File: config.mk
export PLATFORM = sky130hd
export DESIGN_NAME = macro_seq
export DESIGN_NICKNAME = d
export VERILOG_FILES = /design/src/rtl/macro_seq_pkg.sv /design/src/rtl/macro_rom.sv /design/src/rtl/macro_addr.sv /design/src/rtl/macro_gather.sv /design/src/rtl/macro_seq.sv
export SDC_FILE = /design/constraint.sdc
export NUM_CORES = 1
export LEC_CHECK = 0
export BUFFER_PORTS_ARGS = -buffer_cell sky130_fd_sc_hd__buf_2
export CAP_MARGIN = 20
export CORE_MARGIN = 2
export CORE_UTILIZATION = 40
export DETAILED_ROUTE_END_ITERATION = 8
export PLACE_DENSITY = 0.65
export SKIP_LAST_GASP = 1
export SLEW_MARGIN = 20
export SYNTH_ARGS = -nofsm -noshare
export SYNTH_HDL_FRONTEND = slang
export SYNTH_SLANG_ARGS = --single-unit
export TNS_END_PERCENT = 1
File: constraint.sdc
create_clock -name clk_i -period 3.1 [get_ports clk_i]
set_input_delay 0 -clock clk_i [delete_from_list [all_inputs] [get_ports clk_i]]
set_output_delay 0 -clock clk_i [all_outputs]
set_load 0.005 [all_outputs]
File: src/rtl/macro_seq_pkg.sv
package macro_seq_pkg;

  localparam int OP_W = 4;

  typedef enum logic [OP_W-1:0] {
    OP_END   = 4'd0,
    OP_RDL   = 4'd1,
    OP_RDH   = 4'd2,
    OP_WRL   = 4'd3,
    OP_WRH   = 4'd4,
    OP_INC   = 4'd5,
    OP_RLD   = 4'd6,
    OP_FETCH = 4'd7
  } op_e;

  typedef enum logic [2:0] {
    ST_IDLE,
    ST_DISP,
    ST_RD1,
    ST_RD2,
    ST_WR1,
    ST_WR2,
    ST_WR3,
    ST_WR4
  } st_e;

  // macro table: word load at 0, word store at 4, exchange at 8
  function automatic logic [OP_W-1:0] rom_entry(input int unsigned i);
    case (i)
      0:  return OP_RDL;
      1:  return OP_INC;
      2:  return OP_RDH;
      3:  return OP_END;
      4:  return OP_WRL;
      5:  return OP_INC;
      6:  return OP_WRH;
      7:  return OP_END;
      8:  return OP_RDL;
      9:  return OP_INC;
      10: return OP_RDH;
      11: return OP_RLD;
      12: return OP_WRL;
      13: return OP_INC;
      14: return OP_WRH;
      15: return OP_FETCH;
      default: return OP_END;
    endcase
  endfunction

endpackage

File: src/rtl/macro_rom.sv
module macro_rom
  import macro_seq_pkg::*;
#(
  parameter int IDX_W = 4
) (
  input  logic [IDX_W-1:0] idx_i,
  output logic [OP_W-1:0]  op_o
);
  localparam int DEPTH = 1 << IDX_W;

  logic [OP_W-1:0] table_q [DEPTH];

  for (genvar g = 0; g < DEPTH; g++) begin : g_ent
    assign table_q[g] = rom_entry(g);
  end

  assign op_o = table_q[idx_i];
endmodule

File: src/rtl/macro_addr.sv
module macro_addr #(
  parameter int ADDR_W = 16
) (
  input  logic              clk_i,
  input  logic              rst_ni,
  input  logic              load_i,
  input  logic [ADDR_W-1:0] load_val_i,
  input  logic              inc_i,
  input  logic              reload_i,
  output logic [ADDR_W-1:0] addr_o
);
  logic [ADDR_W-1:0] base_q, cur_q;

  always_ff @(posedge clk_i or negedge rst_ni) begin
    if (!rst_ni) begin
      base_q <= '0;
      cur_q  <= '0;
    end else if (load_i) begin
      base_q <= load_val_i;
      cur_q  <= load_val_i;
    end else if (reload_i) begin
      cur_q  <= base_q;
    end else if (inc_i) begin
      cur_q  <= cur_q + 1'b1;
    end
  end

  assign addr_o = cur_q;
endmodule

File: src/rtl/macro_gather.sv
module macro_gather #(
  parameter int BYTE_W = 8,
  parameter int NLANE  = 2
) (
  input  logic                    clk_i,
  input  logic                    rst_ni,
  input  logic                    clr_i,
  input  logic                    cap_i,
  input  logic [NLANE-1:0]        lane_i,
  input  logic [BYTE_W-1:0]       byte_i,
  output logic [NLANE*BYTE_W-1:0] word_o
);
  for (genvar g = 0; g < NLANE; g++) begin : g_lane
    logic [BYTE_W-1:0] lane_q;
    always_ff @(posedge clk_i or negedge rst_ni) begin
      if (!rst_ni)                 lane_q <= '0;
      else if (clr_i)              lane_q <= '0;
      else if (cap_i && lane_i[g]) lane_q <= byte_i;
    end
    assign word_o[g*BYTE_W +: BYTE_W] = lane_q;
  end
endmodule

File: src/rtl/macro_seq.sv
module macro_seq
  import macro_seq_pkg::*;
#(
  parameter int IDX_W  = 4,
  parameter int ADDR_W = 16,
  parameter int BYTE_W = 8
) (
  input  logic                clk_i,
  input  logic                rst_ni,
  input  logic                start_i,
  input  logic [IDX_W-1:0]    idx_i,
  input  logic [ADDR_W-1:0]   addr_i,
  input  logic [2*BYTE_W-1:0] wdata_i,
  input  logic [BYTE_W-1:0]   rdata_i,
  output logic [ADDR_W-1:0]   addr_o,
  output logic                rd_o,
  output logic                wr_o,
  output logic [BYTE_W-1:0]   dout_o,
  output logic [2*BYTE_W-1:0] rdata_o,
  output logic                done_o
);
  localparam int WORD_W = 2 * BYTE_W;

  st_e               st_q;
  logic [IDX_W-1:0]  ptr_q;
  logic              hi_q;
  logic              done_q;
  logic [WORD_W-1:0] wdat_q;
  logic [OP_W-1:0]   op;
  logic [ADDR_W-1:0] cur_addr;
  logic              accept, disp, step, reload, cap, addr_act, data_act;

  macro_rom #(.IDX_W(IDX_W)) u_rom (
    .idx_i (ptr_q),
    .op_o  (op)
  );

  assign accept = (st_q == ST_IDLE) && start_i;
  assign disp   = (st_q == ST_DISP);
  assign step   = disp && (op == OP_INC);
  assign reload = disp && (op == OP_RLD);
  assign cap    = (st_q == ST_RD2);

  macro_addr #(.ADDR_W(ADDR_W)) u_addr (
    .clk_i      (clk_i),
    .rst_ni     (rst_ni),
    .load_i     (accept),
    .load_val_i (addr_i),
    .inc_i      (step),
    .reload_i   (reload),
    .addr_o     (cur_addr)
  );

  macro_gather #(.BYTE_W(BYTE_W), .NLANE(2)) u_gather (
    .clk_i  (clk_i),
    .rst_ni (rst_ni),
    .clr_i  (accept),
    .cap_i  (cap),
    .lane_i ({hi_q, ~hi_q}),
    .byte_i (rdata_i),
    .word_o (rdata_o)
  );

  always_ff @(posedge clk_i or negedge rst_ni) begin
    if (!rst_ni) begin
      st_q   <= ST_IDLE;
      ptr_q  <= '0;
      hi_q   <= 1'b0;
      done_q <= 1'b0;
      wdat_q <= '0;
    end else begin
      done_q <= 1'b0;
      case (st_q)
        ST_IDLE: if (start_i) begin
          ptr_q  <= idx_i;
          wdat_q <= wdata_i;
          st_q   <= ST_DISP;
        end
        ST_DISP: begin
          ptr_q <= ptr_q + 1'b1;
          case (op)
            OP_RDL: begin hi_q <= 1'b0; st_q <= ST_RD1; end
            OP_RDH: begin hi_q <= 1'b1; st_q <= ST_RD1; end
            OP_WRL: begin hi_q <= 1'b0; st_q <= ST_WR1; end
            OP_WRH: begin hi_q <= 1'b1; st_q <= ST_WR1; end
            OP_INC, OP_RLD: st_q <= ST_DISP;
            default: begin
              st_q   <= ST_IDLE;
              done_q <= 1'b1;
            end
          endcase
        end
        ST_RD1: st_q <= ST_RD2;
        ST_RD2: st_q <= ST_DISP;
        ST_WR1: st_q <= ST_WR2;
        ST_WR2: st_q <= ST_WR3;
        ST_WR3: st_q <= ST_WR4;
        ST_WR4: st_q <= ST_DISP;
        default: st_q <= ST_IDLE;
      endcase
    end
  end

  assign data_act = (st_q == ST_WR1) || (st_q == ST_WR2) || (st_q == ST_WR3);
  assign addr_act = data_act || (st_q == ST_RD1) || (st_q == ST_RD2);

  assign addr_o = addr_act ? cur_addr : '0;
  assign dout_o = data_act ? wdat_q[(hi_q ? BYTE_W : 0) +: BYTE_W] : '0;
  assign rd_o   = (st_q == ST_RD1);
  assign wr_o   = (st_q == ST_WR2);
  assign done_o = done_q;
endmodule

==> summary.txt <==
Finish
  – Layout fillers: slightly above 900
  – Layout area overhead: 30.83%
  – Sequential cell area: between 0.0015 and 0.002 sq mm
  – Fin area: approximately 0.0053 sq mm
  – Nets: around 640
  – Ant. Diodes: 0
  – Footprint of the multi-input gates: about 0.0021 sq mm
  – Core Util, Final: 0.5408
  – Share of layout cells above drive strength 1: 0.2250

Die
  – # IOs: 90
  – Row cnt: 36
  – DIE AREA: between 0.01 and 0.015 sq mm
  – Chip width: roughly 100 microns
  – Initial Util: 0.4134
  – Core area: around 0.0098 sq mm
  – Die height: ~100 microns

Worst setup path
  – Arr. time, crit path: roughly 2.9 ns
  – CP max stage delay: 0.63 ns
  – Worst R2R Path Depth: 6
  – Reg2Reg Setup Slack: between 0.3 and 0.4 ns
  – CP required: about 3.3 ns
  – CP Cell Sequence: inv_1 > ha_1 > mux4_2 > xnor2_1 > a21oi_2 > o221ai_1
  – Critical path's slowest cell: mux4_2
  – Critical Path Source Type: flop
  – FF-to-FF End: u_addr.addr_o[9]
  – CP endpoint kind: flop
  – Critical R2R Launch: ptr_q[1]
  – Crit Path Max Fanout: 12
  – Worst setup path category: flop to flop
  – Worst path top cell family by delay: compound AO/OA/AOI/OAI gates
  – Worst Path Buf+Inv: 1

Clock network
  – Longest Clk Path Bufs: 2
  – Clk sink count: 73
  – H-tree Lvls: 3
  – Skew-Pair Late Insertion Delay: ~0.35 ns
  – CTS clock-pin slew for the worst setup and hold paths: around 0.080 ns
  – Clock root cell: clkbuf_8
  – Num CTS Buffers: 9
  – CTS resizes: 0
  – CTS tree: yes
  – Post-CTS setup buffer count: 0

GRT
  – Vias in the first global route: around 3,900
  – Initial antenna violation count: 0
  – Gr ovfl total: 0
  – Largest net degree at the start of global routing: 49
  – Total GRT Usage: 0.2062
  – First-pass GRT wire length: around 18,000 microns

Power and ir drop
  – Pleak: ~2.6 nW
  – Seq pwr share: 0.325
  – P_sw: approximately 0.0024 W
  – Pint: about 0.0031 W
  – Clock group share of total power: 0.160
  – Peak supply drop: approximately 0.00042 V
  – Power per Cell Area: 1031 mW/mm^2
  – Sw frac: 0.4304
  – Combinational power share: 0.515

Synthesis
  – Fraction of post-synthesis cell area in the top cell type by area: 0.4501
  – Post-Syn Nets: approximately 500
  – Synth Cell Area: around 0.0041 sq mm
  – Cells after Synth: approximately 460
  – Seq/Total Area, Yosys: 0.4501
  – Post-synth EDFFs: 0
  – Most numerous cell in the Yosys netlist: nand2_1
  – Async S/R FF share, synth: 1.000
  – Prevailing post-synth register cell: dfrtp_1
  – Warnings, synthesis: 0
  – Dominant cells by area after synthesis: dfrtp_1 (45%), nand2_1 (11%), mux2i_1 (4.9%), and2_1 (3.4%), nor2_1 (3.0%)
  – Count of different cell masters after synthesis: 54
  – Average cell area after synthesis: slightly below 9 sq um
  – Synth area leader: dfrtp_1
  – Yosys reg bits: 73
  – Commonest cells post-synth: nand2_1 (116), dfrtp_1 (73), nor2_1 (32)

Route
  – Total wire length: between 10,000 and 15,000 microns
  – DR DRC count: 0
  – Antenna viol nets, final: 0
  – Vias per inst: 5.278
  – Top sig layer: met4
  – WL met3: 561 microns
  – DR pass1 iterations: 5
  – DR WL/cell: between 15 and 20 microns
  – Vias: 3,821
  – Detail Route met2 WL: 5353 microns
  – Met1 WL: about 4900 microns
  – Detailed Route Iter0 Violations: between 200 and 300

Job
  – MaxCap Viol Count: 0

STA
  – Max-slew headroom: 0.4181
  – Clock Skew: roughly 0.015 ns
  – Final Hold Fails: 0
  – Setup-failing EPs final: 0
  – Setup TNS: 0 ns
  – Fin crit period: roughly 2.7 ns
  – Highest Clock Rate: around 370 MHz
  – Slew Viols, Final: 0
  – Unrepaired setup endpoints after global routing: no
  – Worst-Margin Slew: 0.8728 ns
  – Fin crit share: 0.8726

Place
  – Final HPWL from detailed placement: about 7500 microns
  – Port bufs: 89
  – GP Congestion: 0.8198
  – Placed cell area: roughly 0.0046 sq mm

Outcome
  – Outcome: completed

Worst hold path
  – Hold Path Class: input pin to asynchronous set/reset pin
## placed cells by master, fill, tap and decap left out, types with 11 or more instances in the layout
| cell | synthesis | layout |
|---|---|---|
| o221ai_1 | 13 | 13 |
| nand3_1 | 17 | 17 |
| buf_2 | 8 | 89 |
| nand2_1 | 116 | 116 |
| a21oi_1 | 19 | 19 |
| mux2i_1 | 20 | 20 |
| nor3_1 | 11 | 11 |
| dfrtp_1 | 73 | 73 |
| inv_1 | 15 | 15 |
| and2_1 | 22 | 22 |
| dlygate4sd3_1 | 0 | 46 |
| nor2_1 | 32 | 32 |
## registers in the layout, summed over array words and instances, names as in the netlist
signal and count:
wdat_q 16, hi_q 1, st_q 3, u_addr.addr_o 16, u_addr.base_q 16, ptr_q 4, done_o 1, u_gather.g_lane.lane_q 16
## final cells by class
class	instances	area share
well taps	133	0.03134
repair buffers	143	0.1819
flip-flops and latches	73	0.3440
inverters	15	0.01060
clock inverters	3	0.01697
multi-input cells	345	0.3897
clock buffers	12	0.02545
## repair_timing
action | in CTS | in global routing
hold endpoints to repair | 91 | 0
hold buffers | 46 | 0
endpoints found under the setup margin | 0 | 0
## logic make-up after synthesis
kind of cell             synth area share
XOR/XNOR                          0.01295
multiplexers                      0.07152
buffers and inverters             0.04223
AND/OR/NAND/NOR                    0.2731
AO/OA/AOI/OAI                      0.1285
flip-flops                         0.4501
adder cells (fa/ha/maj)           0.02158
## power groups by stage
stage,Combinational [W],Clock [W],Sequential [W]
after global placement,0.00267,0,0.00177
after detailed placement,0.00276,0,0.00179
after CTS,0.00281,0.000899,0.00177
after floorplan,0.00212,0,0.00162
final,0.00282,0.000877,0.00178
after global routing,0.00315,0.000932,0.00183
## metal layers
| layer | up-vias | GRT usage |
|---|---|---|
| met2 | 125 | 0.3455 |
| met1 | 1831 | 0.2654 |
| li1 | 1849 | - |
| met3 | 16 | 0.04304 |
| met4 | 0 | 0.06952 |
| met5 | - | 0 |
## worst max-delay path by stage
stage          cells past startpoint           endpoint     start
2_1_floorplan                      8  u_addr.addr_o[10]  ptr_q[1]
3_3_place_gp                       6  u_addr.addr_o[11]  ptr_q[0]
3_5_place_dp                       6   u_addr.addr_o[9]  ptr_q[1]
4_1_cts                            6   u_addr.addr_o[9]  ptr_q[1]
5_1_grt                            6  u_addr.addr_o[11]  ptr_q[0]
6_report                           6   u_addr.addr_o[9]  ptr_q[1]
## metrics by stage
| stage | hold slack (ns) | total power, W | setup WS [ns] | cells |
|---|---|---|---|---|
| final | 0.2675 | 0.005472 | 0.3949 | 724 |
| after global routing | 0.3309 | 0.005918 | 0.2782 | 724 |
| after floorplan | -0.2956 | 0.003740 | 0.7563 | 456 |
| after detailed placement | 0.1291 | 0.004547 | 0.4545 | 663 |
| after CTS | 0.2896 | 0.005488 | 0.4495 | 724 |
| after global placement | 0.1301 | 0.004437 | 0.5608 | 663 |
(Power assumes the default switching activity.)
